### config.mk
export PLATFORM = sky130hd
export DESIGN_NAME = file_byte_reader
export DESIGN_NICKNAME = d
export VERILOG_FILES = /design/src/rtl/frb_pkg.sv /design/src/rtl/frb_cmd_tx.sv /design/src/rtl/frb_block_rx.sv /design/src/rtl/frb_ctrl.sv /design/src/rtl/file_byte_reader.sv
export SDC_FILE = /design/constraint.sdc
export NUM_CORES = 1
export LEC_CHECK = 0
export BUFFER_PORTS_ARGS = -buffer_cell sky130_fd_sc_hd__buf_2
export CORE_UTILIZATION = 50
export DETAILED_ROUTE_END_ITERATION = 8
export GPL_TIMING_DRIVEN = 0
export HOLD_SLACK_MARGIN = 0.06
export PLACE_DENSITY = 0.72
export SETUP_SLACK_MARGIN = 0.15
export SLEW_MARGIN = 25
export SYNTH_ARGS = -nofsm -noshare
export SYNTH_HDL_FRONTEND = slang
export SYNTH_SLANG_ARGS = --single-unit
### constraint.sdc
create_clock -name clk -period 2.9 [get_ports clk]
set_clock_uncertainty 0.1 [all_clocks]
set_input_delay 0.29 -clock clk [delete_from_list [all_inputs] [get_ports clk]]
set_output_delay 0.29 -clock clk [all_outputs]
set_load 0.01 [all_outputs]
### src/rtl/frb_pkg.sv
package frb_pkg;
  localparam int BYTE_W      = 8;
  localparam int REQ_W       = 16;
  localparam int PARAM_BYTES = REQ_W / BYTE_W;
  localparam int FRAME_MAX   = 3 + PARAM_BYTES;

  typedef enum logic [2:0] {
    ST_IDLE,
    ST_REQ,
    ST_STATUS,
    ST_FETCH,
    ST_DRAIN,
    ST_RESUME
  } loop_state_e;

  typedef enum logic [1:0] {
    PH_OFF,
    PH_LEN,
    PH_DATA
  } blk_phase_e;
endpackage

### src/rtl/frb_cmd_tx.sv
module frb_cmd_tx
  import frb_pkg::*;
#(
  parameter logic [BYTE_W-1:0] SYNC_A = 8'h57,
  parameter logic [BYTE_W-1:0] SYNC_B = 8'hAB
) (
  input  logic              clk,
  input  logic              rst_n,
  input  logic              go,
  input  logic [BYTE_W-1:0] op,
  input  logic              with_param,
  input  logic [REQ_W-1:0]  param,
  output logic [BYTE_W-1:0] tx_data,
  output logic              tx_valid,
  input  logic              tx_ready,
  output logic              sent
);
  localparam int IDX_W = $clog2(FRAME_MAX);

  logic              active;
  logic [IDX_W-1:0]  idx;
  logic [IDX_W-1:0]  last;
  logic [BYTE_W-1:0] op_q;
  logic              wp_q;
  logic [REQ_W-1:0]  param_q;
  logic [BYTE_W-1:0] frame [FRAME_MAX];

  assign frame[0] = SYNC_A;
  assign frame[1] = SYNC_B;
  assign frame[2] = op_q;

  for (genvar g = 0; g < PARAM_BYTES; g++) begin : g_param
    assign frame[3+g] = param_q[g*BYTE_W +: BYTE_W];
  end

  assign last     = wp_q ? IDX_W'(FRAME_MAX - 1) : IDX_W'(2);
  assign tx_valid = active;
  assign tx_data  = frame[idx];
  assign sent     = active && tx_ready && (idx == last);

  always_ff @(posedge clk or negedge rst_n) begin
    if (!rst_n) begin
      active  <= 1'b0;
      idx     <= '0;
      op_q    <= '0;
      wp_q    <= 1'b0;
      param_q <= '0;
    end else if (go) begin
      active  <= 1'b1;
      idx     <= '0;
      op_q    <= op;
      wp_q    <= with_param;
      param_q <= param;
    end else if (active && tx_ready) begin
      if (idx == last) active <= 1'b0;
      else             idx    <= idx + 1'b1;
    end
  end
endmodule

### src/rtl/frb_block_rx.sv
module frb_block_rx
  import frb_pkg::*;
(
  input  logic              clk,
  input  logic              rst_n,
  input  logic              go,
  input  logic [BYTE_W-1:0] rx_data,
  input  logic              rx_valid,
  output logic              rx_ready,
  output logic [BYTE_W-1:0] out_data,
  output logic              out_valid,
  input  logic              out_ready,
  output logic              beat,
  output logic              fin
);
  blk_phase_e        phase;
  logic [BYTE_W-1:0] remain;

  assign out_valid = (phase == PH_DATA) && rx_valid;
  assign out_data  = rx_data;
  assign rx_ready  = (phase == PH_LEN) || ((phase == PH_DATA) && out_ready);
  assign beat      = out_valid && out_ready;

  always_ff @(posedge clk or negedge rst_n) begin
    if (!rst_n) begin
      phase  <= PH_OFF;
      remain <= '0;
      fin    <= 1'b0;
    end else begin
      fin <= 1'b0;
      if (go) begin
        phase <= PH_LEN;
      end else begin
        case (phase)
          PH_LEN: if (rx_valid) begin
            remain <= rx_data;
            if (rx_data == '0) begin
              phase <= PH_OFF;
              fin   <= 1'b1;
            end else begin
              phase <= PH_DATA;
            end
          end
          PH_DATA: if (beat) begin
            remain <= remain - 1'b1;
            if (remain == BYTE_W'(1)) begin
              phase <= PH_OFF;
              fin   <= 1'b1;
            end
          end
          default: ;
        endcase
      end
    end
  end
endmodule

### src/rtl/frb_ctrl.sv
module frb_ctrl
  import frb_pkg::*;
#(
  parameter int                CNT_W     = 16,
  parameter logic [BYTE_W-1:0] OP_READ   = 8'h3A,
  parameter logic [BYTE_W-1:0] OP_RESUME = 8'h3B,
  parameter logic [BYTE_W-1:0] OP_FETCH  = 8'h27,
  parameter logic [BYTE_W-1:0] OP_STATUS = 8'h22,
  parameter logic [BYTE_W-1:0] CODE_OK   = 8'h14,
  parameter logic [BYTE_W-1:0] CODE_MORE = 8'h1D
) (
  input  logic              clk,
  input  logic              rst_n,
  input  logic              start,
  input  logic [REQ_W-1:0]  req_count,
  input  logic              tx_sent,
  input  logic              blk_fin,
  input  logic              beat,
  input  logic [BYTE_W-1:0] rx_data,
  input  logic              rx_valid,
  output logic              stat_ready,
  output logic              tx_go,
  output logic [BYTE_W-1:0] tx_op,
  output logic              tx_with_param,
  output logic [REQ_W-1:0]  tx_param,
  output logic              blk_go,
  output logic              done,
  output logic              err,
  output logic [BYTE_W-1:0] err_code,
  output logic [CNT_W-1:0]  total
);
  loop_state_e state;
  logic        sent_seen;

  assign stat_ready = (state == ST_STATUS) && sent_seen;

  always_ff @(posedge clk or negedge rst_n) begin
    if (!rst_n) begin
      state         <= ST_IDLE;
      sent_seen     <= 1'b0;
      tx_go         <= 1'b0;
      tx_op         <= '0;
      tx_with_param <= 1'b0;
      tx_param      <= '0;
      blk_go        <= 1'b0;
      done          <= 1'b0;
      err           <= 1'b0;
      err_code      <= '0;
    end else begin
      tx_go  <= 1'b0;
      blk_go <= 1'b0;
      case (state)
        ST_IDLE: if (start) begin
          tx_param      <= req_count;
          done          <= 1'b0;
          err           <= 1'b0;
          err_code      <= '0;
          tx_go         <= 1'b1;
          tx_op         <= OP_READ;
          tx_with_param <= 1'b1;
          state         <= ST_REQ;
        end
        ST_REQ, ST_RESUME: if (tx_sent) begin
          tx_go         <= 1'b1;
          tx_op         <= OP_STATUS;
          tx_with_param <= 1'b0;
          sent_seen     <= 1'b0;
          state         <= ST_STATUS;
        end
        ST_STATUS: begin
          if (tx_sent) sent_seen <= 1'b1;
          if (stat_ready && rx_valid) begin
            if (rx_data == CODE_MORE) begin
              tx_go         <= 1'b1;
              tx_op         <= OP_FETCH;
              tx_with_param <= 1'b0;
              state         <= ST_FETCH;
            end else if (rx_data == CODE_OK) begin
              done  <= 1'b1;
              state <= ST_IDLE;
            end else begin
              done     <= 1'b1;
              err      <= 1'b1;
              err_code <= rx_data;
              state    <= ST_IDLE;
            end
          end
        end
        ST_FETCH: if (tx_sent) begin
          blk_go <= 1'b1;
          state  <= ST_DRAIN;
        end
        ST_DRAIN: if (blk_fin) begin
          tx_go         <= 1'b1;
          tx_op         <= OP_RESUME;
          tx_with_param <= 1'b0;
          state         <= ST_RESUME;
        end
        default: state <= ST_IDLE;
      endcase
    end
  end

  always_ff @(posedge clk or negedge rst_n) begin
    if (!rst_n)                        total <= '0;
    else if (state == ST_IDLE && start) total <= '0;
    else if (beat)                     total <= total + 1'b1;
  end
endmodule

### src/rtl/file_byte_reader.sv
module file_byte_reader
  import frb_pkg::*;
#(
  parameter int                CNT_W     = 16,
  parameter logic [BYTE_W-1:0] SYNC_A    = 8'h57,
  parameter logic [BYTE_W-1:0] SYNC_B    = 8'hAB,
  parameter logic [BYTE_W-1:0] OP_READ   = 8'h3A,
  parameter logic [BYTE_W-1:0] OP_RESUME = 8'h3B,
  parameter logic [BYTE_W-1:0] OP_FETCH  = 8'h27,
  parameter logic [BYTE_W-1:0] OP_STATUS = 8'h22,
  parameter logic [BYTE_W-1:0] CODE_OK   = 8'h14,
  parameter logic [BYTE_W-1:0] CODE_MORE = 8'h1D
) (
  input  logic              clk,
  input  logic              rst_n,
  input  logic              start,
  input  logic [REQ_W-1:0]  req_count,
  output logic [BYTE_W-1:0] tx_data,
  output logic              tx_valid,
  input  logic              tx_ready,
  input  logic [BYTE_W-1:0] rx_data,
  input  logic              rx_valid,
  output logic              rx_ready,
  output logic [BYTE_W-1:0] out_data,
  output logic              out_valid,
  input  logic              out_ready,
  output logic              done,
  output logic              err,
  output logic [BYTE_W-1:0] err_code,
  output logic [CNT_W-1:0]  total_count
);
  logic              tx_go, tx_with_param, tx_sent;
  logic [BYTE_W-1:0] tx_op;
  logic [REQ_W-1:0]  tx_param;
  logic              blk_go, blk_fin, blk_ready, beat, stat_ready;

  frb_ctrl #(
    .CNT_W(CNT_W), .OP_READ(OP_READ), .OP_RESUME(OP_RESUME),
    .OP_FETCH(OP_FETCH), .OP_STATUS(OP_STATUS),
    .CODE_OK(CODE_OK), .CODE_MORE(CODE_MORE)
  ) u_ctrl (
    .clk(clk), .rst_n(rst_n), .start(start), .req_count(req_count),
    .tx_sent(tx_sent), .blk_fin(blk_fin), .beat(beat),
    .rx_data(rx_data), .rx_valid(rx_valid), .stat_ready(stat_ready),
    .tx_go(tx_go), .tx_op(tx_op), .tx_with_param(tx_with_param),
    .tx_param(tx_param), .blk_go(blk_go), .done(done), .err(err),
    .err_code(err_code), .total(total_count)
  );

  frb_cmd_tx #(.SYNC_A(SYNC_A), .SYNC_B(SYNC_B)) u_tx (
    .clk(clk), .rst_n(rst_n), .go(tx_go), .op(tx_op),
    .with_param(tx_with_param), .param(tx_param),
    .tx_data(tx_data), .tx_valid(tx_valid), .tx_ready(tx_ready),
    .sent(tx_sent)
  );

  frb_block_rx u_blk (
    .clk(clk), .rst_n(rst_n), .go(blk_go),
    .rx_data(rx_data), .rx_valid(rx_valid), .rx_ready(blk_ready),
    .out_data(out_data), .out_valid(out_valid), .out_ready(out_ready),
    .beat(beat), .fin(blk_fin)
  );

  assign rx_ready = stat_ready || blk_ready;
endmodule

### Word level (Yosys, flattened, before mapping)

Cells that the tools add are included.

* flip-flop bits (word level): 97
* output and inout port bits: 45

* add/subtract/negate cells: 3
* magnitude comparators: 1
* eq/ne operators: 26
* multiplexer cells: 68
* bitwise gates (word level): 2
* reduce and logical (&&, ||, !) cells: 31

Operators with widths (number)
* 8-bit two-way mux: 13
* 16-bit two-way mux: 2
* 8-bit one-hot mux with 2 select lines: 2
* 8-bit one-hot mux with 4 select lines: 1
* 3-bit two-way mux: 9
* 1-bit two-way mux: 26
* 8-bit binary-select mux with 3-bit select: 1
* 2-bit != test (second input constant): 11
* 16-bit by 1-bit adder with 16-bit output (second input constant): 1
* 8-bit by 5-bit equality test with 1-bit output (second input constant): 2
* 3-bit one-hot mux with 5 select lines: 1
* 2-bit two-way mux: 6
* 4-bit AND reduction: 3
* 2-bit nonzero test: 6
* 5-bit AND reduction: 2
* 3-bit != test (second input constant): 3
* 8-bit by 1-bit equality test with 1-bit output (second input constant): 1
* 1-bit logical AND: 8
* 8-bit logical NOT: 1
* 1-bit one-hot mux with 2 select lines: 4
* 1-bit one-hot mux with 4 select lines: 2
* 8-bit by 1-bit subtractor with 8-bit output (second input constant): 1
* 3-bit by 2-bit equality test with 1-bit output (second input constant): 2
* 3-bit equality test (second input constant): 2
* 18 further kinds: 21

### Depth between registers and ports, before layout

* word-level depth: 6
* mapped depth: 8
* mapped depth without buffers: 6

### Cells and area by module

A second synthesis with hierarchy kept.

* cells, all modules: 475
* area total of the unflattened synthesis: 4724.5 µm²

By module, submodules not included
* frb_ctrl: times used 1, cells an instance 255, area each 2484.9 µm², seq. area each 1326.3 µm²
* frb_cmd_tx: times used 1, cells an instance 123, area each 1387.6 µm², seq. area each 725.7 µm²
* frb_block_rx: times used 1, cells an instance 96, area each 845.8 µm², seq. area each 275.3 µm²
* file_byte_reader: times used 1, cells an instance 1, area each 6.3 µm², seq. area each 0.0 µm²

### Worst setup path after synthesis

Ideal clock, no wire load.

* kind: register to register
* start: reg u_blk.phase[0]
* end: reg u_ctrl.total[10]
* setup time: 0.120 ns
* data arrival time: 1.788 ns
* data required time: 2.680 ns
* setup slack: 0.892 ns
* cell stages (with the launch flop): 8
* period minus slack after synthesis: 2.008 ns
* path through: dfrtp_1 -> inv_1 -> ha_1 -> buf_2 -> nand4_1 -> nor4_2 -> a31oi_1 -> a41o_1

* longest elaborated chain between the ends: 4

Ends and longest elaborated chain
* start, declared: line frb_block_rx.sv:16 `blk_phase_e phase;`
* start signal, assigned: line frb_block_rx.sv:26 `phase <= PH_OFF;`
* start signal, assigned: line frb_block_rx.sv:32 `phase <= PH_LEN;`
* start signal, assigned: line frb_block_rx.sv:38 `phase <= PH_OFF;`
* 2-bit equality test: line frb_block_rx.sv:19 `assign out_valid = (phase == PH_DATA) && rx_valid;`
* 1-bit logical AND: line frb_block_rx.sv:19
* 1-bit logical AND: line frb_block_rx.sv:22 `assign beat = out_valid && out_ready;`
* 2-bit nonzero test (no line)
* end signal, assigned: line frb_ctrl.sv:107 `else if (beat) total <= total + 1'b1;`
* end, declared: line frb_ctrl.sv:30 `output logic [CNT_W-1:0] total`

No other way between the ends.
A chain may end at the register's enable or synchronous reset.

### Worst setup path in the final report

Ends and elaborated chain as after synthesis.

==> results.rst <==
.. list-table::
   :header-rows: 1

   * - Metric
     - Value
   * - Layout cells sized above 1
     - 0.243
   * - Maximum number of pins on one net before global-route repair
     - 75
   * - Path category of the worst min-delay check
     - primary input to flip-flop
   * - Most common cell after layout, fill and taps aside
     - sky130_fd_sc_hd__dfrtp_1
   * - Max-capacitance violation count
     - 0
   * - Synth top area cells
     - sky130_fd_sc_hd__dfrtp_1 51%, sky130_fd_sc_hd__nand2_1 7.1%, sky130_fd_sc_hd__mux2_2 4.9%
   * - Chip height
     - 95.4 um
   * - Number of nets in the final layout
     - a little under 600
   * - Busiest metal layer after global routing
     - met2
   * - Critical Setup Path Class
     - flip-flop to flip-flop
   * - CORE AREA
     - 8340 um^2
   * - Final cycle utilization of the critical path
     - 0.802
   * - Top flip-flop cell by instance count after synthesis
     - sky130_fd_sc_hd__dfrtp_1
   * - Worst rel slew slack
     - 0.518
   * - Full die area
     - 9100 um^2
   * - Fmax
     - ~0.43 GHz
   * - Input/output buffers
     - 74
   * - Required time of the critical path
     - 3.05 ns
   * - Overflow left after global routing
     - 0
   * - Distinct cell type count after synthesis
     - 62
   * - Total number of vias
     - 3,557
   * - Boundary pin count
     - 75
   * - Post-layout minimum cycle time
     - around 2.3 ns
   * - Worst-skew pair later-pin latency
     - about 0.36 ns
   * - Residual DRC count
     - 0
   * - Area growth syn-to-layout
     - 20.8%
   * - Final-layout fill cell count
     - just over 700
   * - Slowest cell on the critical path
     - sky130_fd_sc_hd__nor4_2
   * - Cells along the critical path
     - inv_1 -> ha_1 -> buf_2 -> nand4_1 -> nor4_2 -> a31oi_1 -> a41o_1
   * - Largest stage delay, worst path
     - between 0.5 and 0.6 ns
   * - Sort of element at the end of the critical path
     - flip-flop
   * - Setup-failing EPs final
     - 0
   * - Via count of the first global-routing pass
     - 3,422
   * - Worst Reg-to-Reg Cells
     - 7
   * - Largest area contributor in the synthesized netlist
     - sky130_fd_sc_hd__dfrtp_1
   * - Final-report hold violation count
     - 0
   * - Aggregate global-route resource usage
     - 0.228
   * - Maximum resistive drop on vdd
     - between 0.3 and 0.4 mV
   * - Async SR Flop Fraction
     - 1.00
   * - Number of buffers inserted during clock tree synthesis
     - 9
   * - Cell count after synthesis
     - 440
   * - Category of the worst setup path launch point
     - flip-flop
   * - Synth top area share
     - 0.511
   * - Met3 global-route usage
     - 0.0351
   * - Width of the die
     - roughly 95 um
   * - Via density per instance
     - 5.45
   * - Antenna violations before repair
     - 0
   * - Total power
     - 4570 uW
   * - Cell area after technology mapping
     - about 4400 um^2
   * - Worst setup path endpoint
     - u_ctrl.total[10]$_DFFE_PN0P_
   * - # rows
     - 33
   * - Number of pins exceeding their max-slew limit in the final report
     - 0
   * - Commonest non-fill, non-tap cells in the layout
     - 89 x sky130_fd_sc_hd__dfrtp_1, 82 x sky130_fd_sc_hd__nand2_1, 77 x sky130_fd_sc_hd__buf_2
   * - DRT Wirelength
     - 9540 um
   * - Power density relative to cell area
     - between 800 and 900 nW/um^2
   * - Detailed placer's ending HPWL
     - between 6000 and 7000 um
   * - Antenna Nets Post-Route
     - 0
   * - Flop and latch count out of synthesis
     - 89
   * - Clk slew on worst S/H paths
     - approximately 0.090 ns
   * - Maximum fanout encountered on the critical timing path
     - 10
   * - Summed negative setup slack over all endpoints
     - 0 ns
   * - Unrepaired setup endpoints after global routing
     - false
   * - Setup slack of the most critical reg-to-reg path
     - roughly 0.57 ns
   * - Fraction of the yosys area taken by sequential cells
     - 0.511
   * - Crit path DAT
     - ~2.5 ns
   * - Status
     - finished clean
   * - Mean instance size in the synthesized netlist
     - around 9.9 um^2
   * - TritonCTS clock tree
     - built
   * - Clk Tree Root Cell
     - sky130_fd_sc_hd__clkbuf_8
   * - Post-Syn Nets
     - between 400 and 500
   * - RR Startpoint
     - u_blk.phase[0]$_DFFE_PN0P_
   * - Wire length of the first global-routing pass
     - between 15,000 and 20,000 um
   * - Starting utilization of the core area
     - 0.523
   * - Sinks on the clock net
     - about 90
   * - Gpl congestion
     - slightly below 0.9
   * - Endpoint of the worst register-to-register path
     - u_ctrl.total[10]$_DFFE_PN0P_
   * - Number of design-rule violations left by the first detailed-router iteration
     - 170
   * - Launching element of the worst setup path
     - u_blk.phase[0]$_DFFE_PN0P_
   * - Met2 Usage GRT
     - 0.368
   * - Worst-case clock buffer depth
     - 2
   * - Routed wire length per instance
     - between 10 and 15 um
   * - Post-cts sizing count
     - 0
   * - H-tree levels
     - 3
   * - Total inserted antenna cells
     - 0
   * - Pre-Repair DR Iteration Count
     - 4
   * - Number of enable-type register cells in the synthesized netlist
     - 0
   * - Synth warnings
     - 0
   * - Slew at the pin closest to its max-slew limit
     - 0.717 ns
   * - Met1 demand-to-capacity share in global routing
     - 0.305
   * - WHS
     - about 0.11 ns
   * - Static leakage
     - 0.00254 uW
[cell usage after synthesis, drive strengths merged, types with 3 or more instances]
| cell | count |
|---|---|
| xnor2 | 7 |
| ha | 6 |
| a211oi | 4 |
| o22ai | 3 |
| clkbuf | 14 |
| inv | 17 |
| nand2 | 82 |
| nand3 | 10 |
| nor2b | 4 |
| nor3 | 12 |
| a21o | 8 |
| nor2 | 29 |
| or2 | 5 |
| nand2b | 7 |
| nor4 | 7 |
| or4b | 4 |
| or3 | 3 |
| mux2 | 19 |
| buf | 13 |
| and3 | 3 |
| a22o | 10 |
| o21ai | 18 |
| dfrtp | 89 |
| nand4 | 8 |
| a21oi | 18 |
| mux2i | 5 |
[worst max-delay path, delay by kind of cell (launching register included)]
kind                     cells  cell delay, ns
AND/OR/NAND/NOR              2            0.88
flip-flops                   1            0.40
AO/OA/AOI/OAI                2            0.38
buffers and inverters        2            0.28
adder cells (fa/ha/maj)      1            0.19
[logic make-up after synthesis]
| logic type | Yosys count | synth area share |
|---|---|---|
| DFF | 89 | 0.511 |
| muxes | 24 | 0.0606 |
| xor gates and xnor gates | 9 | 0.0181 |
| buffers and inverters | 44 | 0.0459 |
| and+or+nand+nor | 187 | 0.218 |
| adders and majority gates | 6 | 0.0172 |
| AOI/OAI and AO/OA | 81 | 0.129 |
[how the worst min path moves through the flow]
stage | startpoint | endpoint | slack [ns] | cells past startpoint
6_report | rx_data[6] | u_blk.remain[6]$_DFFE_PN0P_ | 0.11 | 3
5_1_grt | rx_data[6] | u_ctrl.err_code[6]$_DFFE_PN0P_ | 0.13 | 2
3_5_place_dp | rst_n | u_ctrl.tx_param[13]$_DFFE_PN0P_ | 0.03 | 1
4_1_cts | rx_data[6] | u_ctrl.err_code[6]$_DFFE_PN0P_ | 0.10 | 2
2_1_floorplan | rst_n | u_blk.fin$_DFF_PN0_ | -0.11 | 0
3_3_place_gp | u_ctrl.tx_op[1]$_DFFE_PN0P_ | u_ctrl.tx_op[1]$_DFFE_PN0P_ | 0.35 | 1
[through the flow]
step | instances | worst slack, ns | util | instance area (um^2)
finish | 653 | 0.575 | 0.632 | 5270
detailed placement | 620 | 0.571 | 0.587 | 4890
CTS | 653 | 0.560 | 0.632 | 5270
global route | 653 | 0.370 | 0.632 | 5270
floorplan | 440 | 0.892 | - | 4360
global placement | 619 | 0.618 | 0.583 | 4860
[report_power, final]
part           switching [uW]  internal [uW]  total (uW)
logic                     967            785        1750
registers                 293           1650        1950
clock network             462            407         869
total                    1720           2850        4570
[routing by layer]
layer,vias up,part of all wire
li1,1749,-
met1,1723,0.47
met2,69,0.48
met3,16,0.035
met4,0,0.018
met5,-,0
[what timing repair did]
item | CTS | global route
hold buffers | 17 | 0
hold endpoints to repair | 105 | 0
setup buffers | 0 | 0
[registers in the layout (all words and copies together), names as in the netlist, 2 cells and up]
name and flops:
u_ctrl.total 16, u_ctrl.tx_param 16, u_tx.param_q 16, u_blk.remain 8
u_ctrl.err_code 8, u_ctrl.tx_op 4, u_tx.op_q 4, u_ctrl.state 3
u_tx.idx 3, u_blk.phase 2
[area by class of cell]
type                            instances  area [um^2]  share of cell area
Tap cell                              105          131              0.0249
Buffer                                 27          136              0.0259
Clock buffer                            9          124              0.0235
Multi-Input combinational cell        307         1930               0.367
Inverter                               17         63.8              0.0121
Sequential cell                        89         2230               0.423
Timing Repair Buffer                   92          574               0.109
Clock inverter                          7         78.8              0.0150
(Power assumes the default switching activity.)
